File: config.mk
export PLATFORM = sky130hd
export DESIGN_NAME = chan_ts_latch
export DESIGN_NICKNAME = d
export VERILOG_FILES = /design/src/rtl/chts_pkg.sv /design/src/rtl/chts_rst_sync.sv /design/src/rtl/chts_timebase.sv /design/src/rtl/chts_hit_bank.sv /design/src/rtl/chts_serializer.sv /design/src/rtl/chan_ts_latch.sv
export SDC_FILE = /design/constraint.sdc
export NUM_CORES = 2
export LEC_CHECK = 0
export ABC_AREA = 1
export BUFFER_PORTS_ARGS = -buffer_cell sky130_fd_sc_hd__clkbuf_2
export CORE_UTILIZATION = 35
export DETAILED_ROUTE_END_ITERATION = 8
export PLACE_DENSITY = 0.56
export SYNTH_ARGS = -nofsm -noshare
export SYNTH_HDL_FRONTEND = slang
export SYNTH_HIERARCHICAL = 1
export SYNTH_SLANG_ARGS = --single-unit
File: constraint.sdc
create_clock -name clk -period 54.5 [get_ports clk]
set_input_delay 2.725 -clock clk [delete_from_list [all_inputs] [get_ports clk]]
set_output_delay 2.725 -clock clk [all_outputs]
set_load 0.02 [all_outputs]
File: src/rtl/chts_pkg.sv
package chts_pkg;
  typedef enum logic [1:0] {
    SER_IDLE  = 2'd0,
    SER_LOAD  = 2'd1,
    SER_SHIFT = 2'd2
  } ser_state_e;
endpackage

File: src/rtl/chts_rst_sync.sv
module chts_rst_sync (
  input  logic clk,
  input  logic rst_n,
  output logic rst_sync_n
);
  logic stage_q;
  logic out_q;

  always_ff @(posedge clk or negedge rst_n) begin
    if (!rst_n) begin
      stage_q <= 1'b0;
      out_q   <= 1'b0;
    end else begin
      stage_q <= 1'b1;
      out_q   <= stage_q;
    end
  end

  assign rst_sync_n = out_q;
endmodule

File: src/rtl/chts_timebase.sv
module chts_timebase #(
  parameter int TS_W = 8,
  parameter int DIV  = 8
) (
  input  logic                     clk,
  input  logic                     rst_n,
  input  logic                     ts_clear,
  input  logic                     ts_sync,
  output logic [TS_W-1:0]          count_o,
  output logic [$clog2(DIV)-1:0]   phase_o,
  output logic                     tick_o
);
  localparam int PH_W = $clog2(DIV);
  localparam logic [PH_W-1:0] PH_LAST = PH_W'(DIV - 1);

  logic [PH_W-1:0] ph_q, ph_d;
  logic [TS_W-1:0] cnt_q, cnt_d;
  logic            ph_en, cnt_en;
  logic            tick;

  assign tick = (ph_q == PH_LAST);

  // next state: clear > sync > step
  always_comb begin
    ph_d   = ph_q;
    cnt_d  = cnt_q;
    ph_en  = 1'b1;
    cnt_en = 1'b0;
    if (ts_clear) begin
      ph_d   = '0;
      cnt_d  = '0;
      cnt_en = 1'b1;
    end else if (ts_sync) begin
      ph_d   = '0;
    end else if (tick) begin
      ph_d   = '0;
      cnt_d  = cnt_q + 1'b1;
      cnt_en = 1'b1;
    end else begin
      ph_d   = ph_q + 1'b1;
    end
  end

  always_ff @(posedge clk or negedge rst_n) begin
    if (!rst_n) begin
      ph_q <= '0;
    end else if (ph_en) begin
      ph_q <= ph_d;
    end
  end

  always_ff @(posedge clk or negedge rst_n) begin
    if (!rst_n) begin
      cnt_q <= '0;
    end else if (cnt_en) begin
      cnt_q <= cnt_d;
    end
  end

  assign count_o = cnt_q;
  assign phase_o = ph_q;
  assign tick_o  = tick;
endmodule

File: src/rtl/chts_hit_bank.sv
module chts_hit_bank #(
  parameter int NUM_CH = 128,
  parameter int TS_W   = 8
) (
  input  logic                     clk,
  input  logic                     rst_n,
  input  logic [NUM_CH-1:0]        hit_i,
  input  logic [NUM_CH-1:0]        unload_i,
  input  logic [TS_W-1:0]          count_i,
  output logic [NUM_CH-1:0]        valid_o,
  output logic [NUM_CH*TS_W-1:0]   ts_flat_o
);
  logic [NUM_CH-1:0] valid_q;

  for (genvar g = 0; g < NUM_CH; g++) begin : g_ch
    logic            cap;
    logic            valid_d;
    logic [TS_W-1:0] ts_q;

    // a hit is taken when the channel is empty or is being unloaded now
    assign cap     = hit_i[g] & (~valid_q[g] | unload_i[g]);
    assign valid_d = cap | (valid_q[g] & ~unload_i[g]);

    always_ff @(posedge clk or negedge rst_n) begin
      if (!rst_n) begin
        valid_q[g] <= 1'b0;
      end else begin
        valid_q[g] <= valid_d;
      end
    end

    always_ff @(posedge clk or negedge rst_n) begin
      if (!rst_n) begin
        ts_q <= '0;
      end else if (cap) begin
        ts_q <= count_i;
      end
    end

    assign ts_flat_o[g*TS_W +: TS_W] = ts_q;
  end

  assign valid_o = valid_q;
endmodule

File: src/rtl/chts_serializer.sv
module chts_serializer
  import chts_pkg::*;
#(
  parameter int NUM_CH = 128,
  parameter int TS_W   = 8
) (
  input  logic                     clk,
  input  logic                     rst_n,
  input  logic                     rd_req_i,
  input  logic [NUM_CH-1:0]        valid_i,
  input  logic [NUM_CH*TS_W-1:0]   ts_flat_i,
  output logic [NUM_CH-1:0]        unload_o,
  output logic [NUM_CH-1:0]        pend_o,
  output logic                     busy_o,
  output logic                     ser_o,
  output logic                     frame_o
);
  localparam int IDX_W  = $clog2(NUM_CH);
  localparam int WORD_W = IDX_W + TS_W;
  localparam int BC_W   = $clog2(WORD_W);
  localparam logic [BC_W-1:0] BC_LAST = BC_W'(WORD_W - 1);

  ser_state_e        state_q, state_d;
  logic [NUM_CH-1:0] pend_q, pend_d;
  logic [WORD_W-1:0] sh_q, sh_d;
  logic [BC_W-1:0]   bc_q, bc_d;
  logic              pend_any;
  logic [IDX_W-1:0]  sel_idx;
  logic [TS_W-1:0]   sel_ts;

  assign pend_any = |pend_q;

  // lowest pending channel
  always_comb begin
    sel_idx = '0;
    for (int i = NUM_CH - 1; i >= 0; i--) begin
      if (pend_q[i]) sel_idx = IDX_W'(i);
    end
  end

  assign sel_ts = ts_flat_i[sel_idx*TS_W +: TS_W];

  always_comb begin
    state_d  = state_q;
    pend_d   = pend_q;
    sh_d     = sh_q;
    bc_d     = bc_q;
    unload_o = '0;
    unique case (state_q)
      SER_IDLE: begin
        if (rd_req_i) begin
          pend_d  = valid_i;
          state_d = SER_LOAD;
        end
      end
      SER_LOAD: begin
        if (!pend_any) begin
          state_d = SER_IDLE;
        end else begin
          sh_d              = {sel_idx, sel_ts};
          bc_d              = '0;
          pend_d[sel_idx]   = 1'b0;
          unload_o[sel_idx] = 1'b1;
          state_d           = SER_SHIFT;
        end
      end
      SER_SHIFT: begin
        sh_d = {sh_q[WORD_W-2:0], 1'b0};
        bc_d = bc_q + 1'b1;
        if (bc_q == BC_LAST) state_d = SER_LOAD;
      end
      default: state_d = SER_IDLE;
    endcase
  end

  always_ff @(posedge clk or negedge rst_n) begin
    if (!rst_n) begin
      state_q <= SER_IDLE;
      pend_q  <= '0;
      sh_q    <= '0;
      bc_q    <= '0;
    end else begin
      state_q <= state_d;
      pend_q  <= pend_d;
      sh_q    <= sh_d;
      bc_q    <= bc_d;
    end
  end

  assign busy_o  = (state_q != SER_IDLE);
  assign ser_o   = (state_q == SER_SHIFT) & sh_q[WORD_W-1];
  assign frame_o = (state_q == SER_SHIFT) & (bc_q == '0);
  assign pend_o  = pend_q;
endmodule

File: src/rtl/chan_ts_latch.sv
module chan_ts_latch #(
  parameter int NUM_CH = 128,
  parameter int TS_W   = 8,
  parameter int DIV    = 8
) (
  input  logic              clk,
  input  logic              rst_n,
  input  logic              ts_clear,
  input  logic              ts_sync,
  input  logic [NUM_CH-1:0] hit,
  input  logic              rd_req,
  output logic              ser_out,
  output logic              frame_strb
);
  localparam int PH_W = $clog2(DIV);

  logic                   rst_sync_n;
  logic [TS_W-1:0]        count;
  logic [PH_W-1:0]        phase;
  logic                   tick;
  logic [NUM_CH-1:0]      valid;
  logic [NUM_CH-1:0]      unload;
  logic [NUM_CH-1:0]      pend;
  logic [NUM_CH*TS_W-1:0] ts_flat;
  logic                   busy;

  chts_rst_sync u_rst (
    .clk        (clk),
    .rst_n      (rst_n),
    .rst_sync_n (rst_sync_n)
  );

  chts_timebase #(.TS_W(TS_W), .DIV(DIV)) u_tb (
    .clk      (clk),
    .rst_n    (rst_sync_n),
    .ts_clear (ts_clear),
    .ts_sync  (ts_sync),
    .count_o  (count),
    .phase_o  (phase),
    .tick_o   (tick)
  );

  chts_hit_bank #(.NUM_CH(NUM_CH), .TS_W(TS_W)) u_bank (
    .clk       (clk),
    .rst_n     (rst_sync_n),
    .hit_i     (hit),
    .unload_i  (unload),
    .count_i   (count),
    .valid_o   (valid),
    .ts_flat_o (ts_flat)
  );

  chts_serializer #(.NUM_CH(NUM_CH), .TS_W(TS_W)) u_ser (
    .clk       (clk),
    .rst_n     (rst_sync_n),
    .rd_req_i  (rd_req),
    .valid_i   (valid),
    .ts_flat_i (ts_flat),
    .unload_o  (unload),
    .pend_o    (pend),
    .busy_o    (busy),
    .ser_o     (ser_out),
    .frame_o   (frame_strb)
  );
endmodule

==> impl_results.md <==
* Layout Cells excl Fill at 11730
* Root buf cell: clkbuf_16
* Clock period minus worst slack at 11.61 ns
* PwrDens at 28.0 nW/um2
* Post-Syn Area per Cell at 7.35 um2
* Fin area at 74800 um2
* Die height at 444 um
* Achievable frequency at 86.1 MHz
* Syn Inst Count at 9307
* Clk_lat worst skew at 0.81 ns
* Gr usage total at 25.3%
* Final ANT Viol Nets at 0
* Metal-1 WL at 110000 um
* Placed wire-length estimate at 159000 um
* Placed cells at 11446
* Initial Util at 35.4%
* Number of hold buffers added after cts at 0
* DIE AREA at 197000 um2
* Vias after detailed routing at 64246
* Die W at 444 um
* GR Overflow Total at 0
* Pin count of the biggest net entering global routing at 165
* Max VDD drop at 30.1 uV
* Syn Nets at 9446
* First DRT Iteration DRCs at 7700
* First-pass GRT wire length at 387000 um
* Setup TNS at 0 ns
* Sw power at 0.482 mW
* Share of layout cells above drive strength 1 at 6.72%
* Worst reg2reg startpoint: u_ser/pend_o[125]$_DFFE_PN0P_
* # fillers at 20187
* Clock Tree Buf Depth at 3
* Yosys Warn Count at 6
* Worst Hold Class: register to async pin
* WS Path Type: register to register
* Cell Area, Synth at 68400 um2
* Worst-case register-to-register setup slack at 42.89 ns
* Period utilization at 21.3%
* Pin slew with the least headroom to its limit at 1.29 ns
* CTS tree: built
* Worst Setup End Kind: register
* Max-slew headroom at 14.1%
* DRC at 0
* Pleak at 39.7 nW
* R2r endpoint: u_ser/sh_q[7]$_DFFE_PN0P_
* Final setup violation count at 0
* Largest fanout on the critical path at 83
* Uppermost layer routed: met5
* Register Area at 32900 um2
* Routed len/inst at 21.6 um
* Final GP Congestion at 0.890
* Clock power share at 51.3%
* Clock Sinks at 1314
* CTS Buf Count at 153
* Setup Fix Bufs, Post-CTS at 0
* Placed cell area at 69500 um2
* Met3 wire length at 19800 um
* P_int at 1.61 mW
* Multi-input gate area at 30100 um2
* Final Max Tran Viols at 0
* Data arrival, critical path at 12.33 ns
* CP dominant cell by count: nand2_1
* Switching portion of total power at 23.0%
* Worst Reg2Reg Path Length in Cells at 142
* Area Overhead vs Synth at 9.33%
* Crit-path slowest cell: buf_4
* Clock Skew at 0.0430 ns
* Status: complete, no violations
* Met2 Routed Length at 114000 um
* Port Buf Inserts at 134
* Total power at 2.09 mW
* Routed WL at 254000 um
* Max stage delay on crit path at 0.75 ns
* Worst path required time at 55.22 ns
* Via density at 5.48
* H-tree lvl count at 4
* First-pass DRT Iterations at 8
* Number of core rows at 161
* Worst-path clk slew at 0.06 ns
* Logic pwr share at 2.1%
* RSZ-0062 raised after global routing: false
* Max-Cap Viols at 0
* CTS resizes at 0
* Final Hold Vio Count at 0
* Flop pwr share at 46.7%
* Core box area at 193000 um2
* Antenna violations before repair at 40
* Vias in the first global route at 60674
* IO Count at 135
* Nets at 9214
* Worst setup SP type: register
[flip-flops by register name, indices dropped and copies added (netlist names), 2 cells and up]
| register | cells |
|---|---|
| u_bank/valid_o | 128 |
| u_ser/state_q | 2 |
| u_bank/g_ch.ts_q | 1024 |
| u_tb/phase_o | 3 |
| u_ser/bc_q | 4 |
| u_ser/pend_o | 128 |
| u_ser/sh_q | 15 |
| u_tb/count_o | 8 |
[placed cells by master, fill, tap and decap left out, drive strengths merged, types with 2 or more instances in the layout]
master / n
a21oi: 9
a31oi: 133
buf: 76
bufinv: 11
clkbuf: 356
clkinv: 29
clkinvlp: 6
dfrtp: 1314
diode: 13
ha: 6
inv: 534
nand2: 3781
nand3: 1640
nand3b: 37
nand4: 441
nor2: 716
nor3: 5
nor4: 4
o211ai: 7
o21ai: 62
o21bai: 2
o221ai: 2
o22ai: 12
or2: 2
[power by group through the flow]
stage	Clock, mW	Combinational [mW]	Sequential [mW]
after global routing	1.13	0.0492	0.977
after floorplan	0	0.0154	1.01
final	1.07	0.0432	0.977
after global placement	0	0.0440	0.995
after detailed placement	0	0.0442	0.995
after CTS	1.09	0.0444	0.977
[how the worst max path moves through the flow]
stage                                       start                                 end  slack, ns  cells past startpoint
floorplan              u_rst/rst_sync_n$_DFF_PN0_  u_bank/g_ch[0].ts_q[0]$_DFFE_PN0P_      15.16                      0
finish              u_ser/pend_o[125]$_DFFE_PN0P_           u_ser/sh_q[7]$_DFFE_PN0P_      42.89                    142
global route        u_ser/pend_o[125]$_DFFE_PN0P_           u_ser/sh_q[7]$_DFFE_PN0P_      41.56                    142
CTS                 u_ser/pend_o[125]$_DFFE_PN0P_           u_ser/sh_q[7]$_DFFE_PN0P_      43.11                    142
global placement    u_ser/pend_o[126]$_DFFE_PN0P_           u_ser/sh_q[7]$_DFFE_PN0P_      42.89                    143
detailed placement  u_ser/pend_o[127]$_DFFE_PN0P_           u_ser/sh_q[0]$_DFFE_PN0P_      43.15                    141
[layout make-up]
type | instances | area share [%]
Clock buffer | 222 | 6.05
Antenna cell | 13 | 0.0435
Sequential cell | 1314 | 44.0
Tap cell | 2526 | 4.23
Multi-Input combinational cell | 6865 | 40.3
Clock inverter | 49 | 0.907
Timing Repair Buffer | 210 | 1.79
Inverter | 531 | 2.69
[metal layers]
layer | GRT usage (%) | vias to the layer above
met2 | 38.8 | 2685
met4 | 9.65 | 34
met1 | 35.6 | 31383
met3 | 4.11 | 474
met5 | 0 | -
li1 | - | 29670
[worst max-delay path: cells and delay by family, from the launching register on]
family        cells  cell delay [ns]
flops             1             0.42
simple gates    138             8.67
buf+inv           4             2.18
[per-stage QoR]
step,utilization [%],hold WS (ns),worst slack [ns]
6_report,38.7,0.318,42.89
5_1_grt,38.7,0.375,41.56
4_1_cts,38.6,0.354,43.11
3_5_place_dp,36.0,0.339,43.15
3_3_place_gp,36.0,0.340,42.89
2_1_floorplan,-,0.331,15.16
Note: power is estimated with default switching activity, not from simulation.
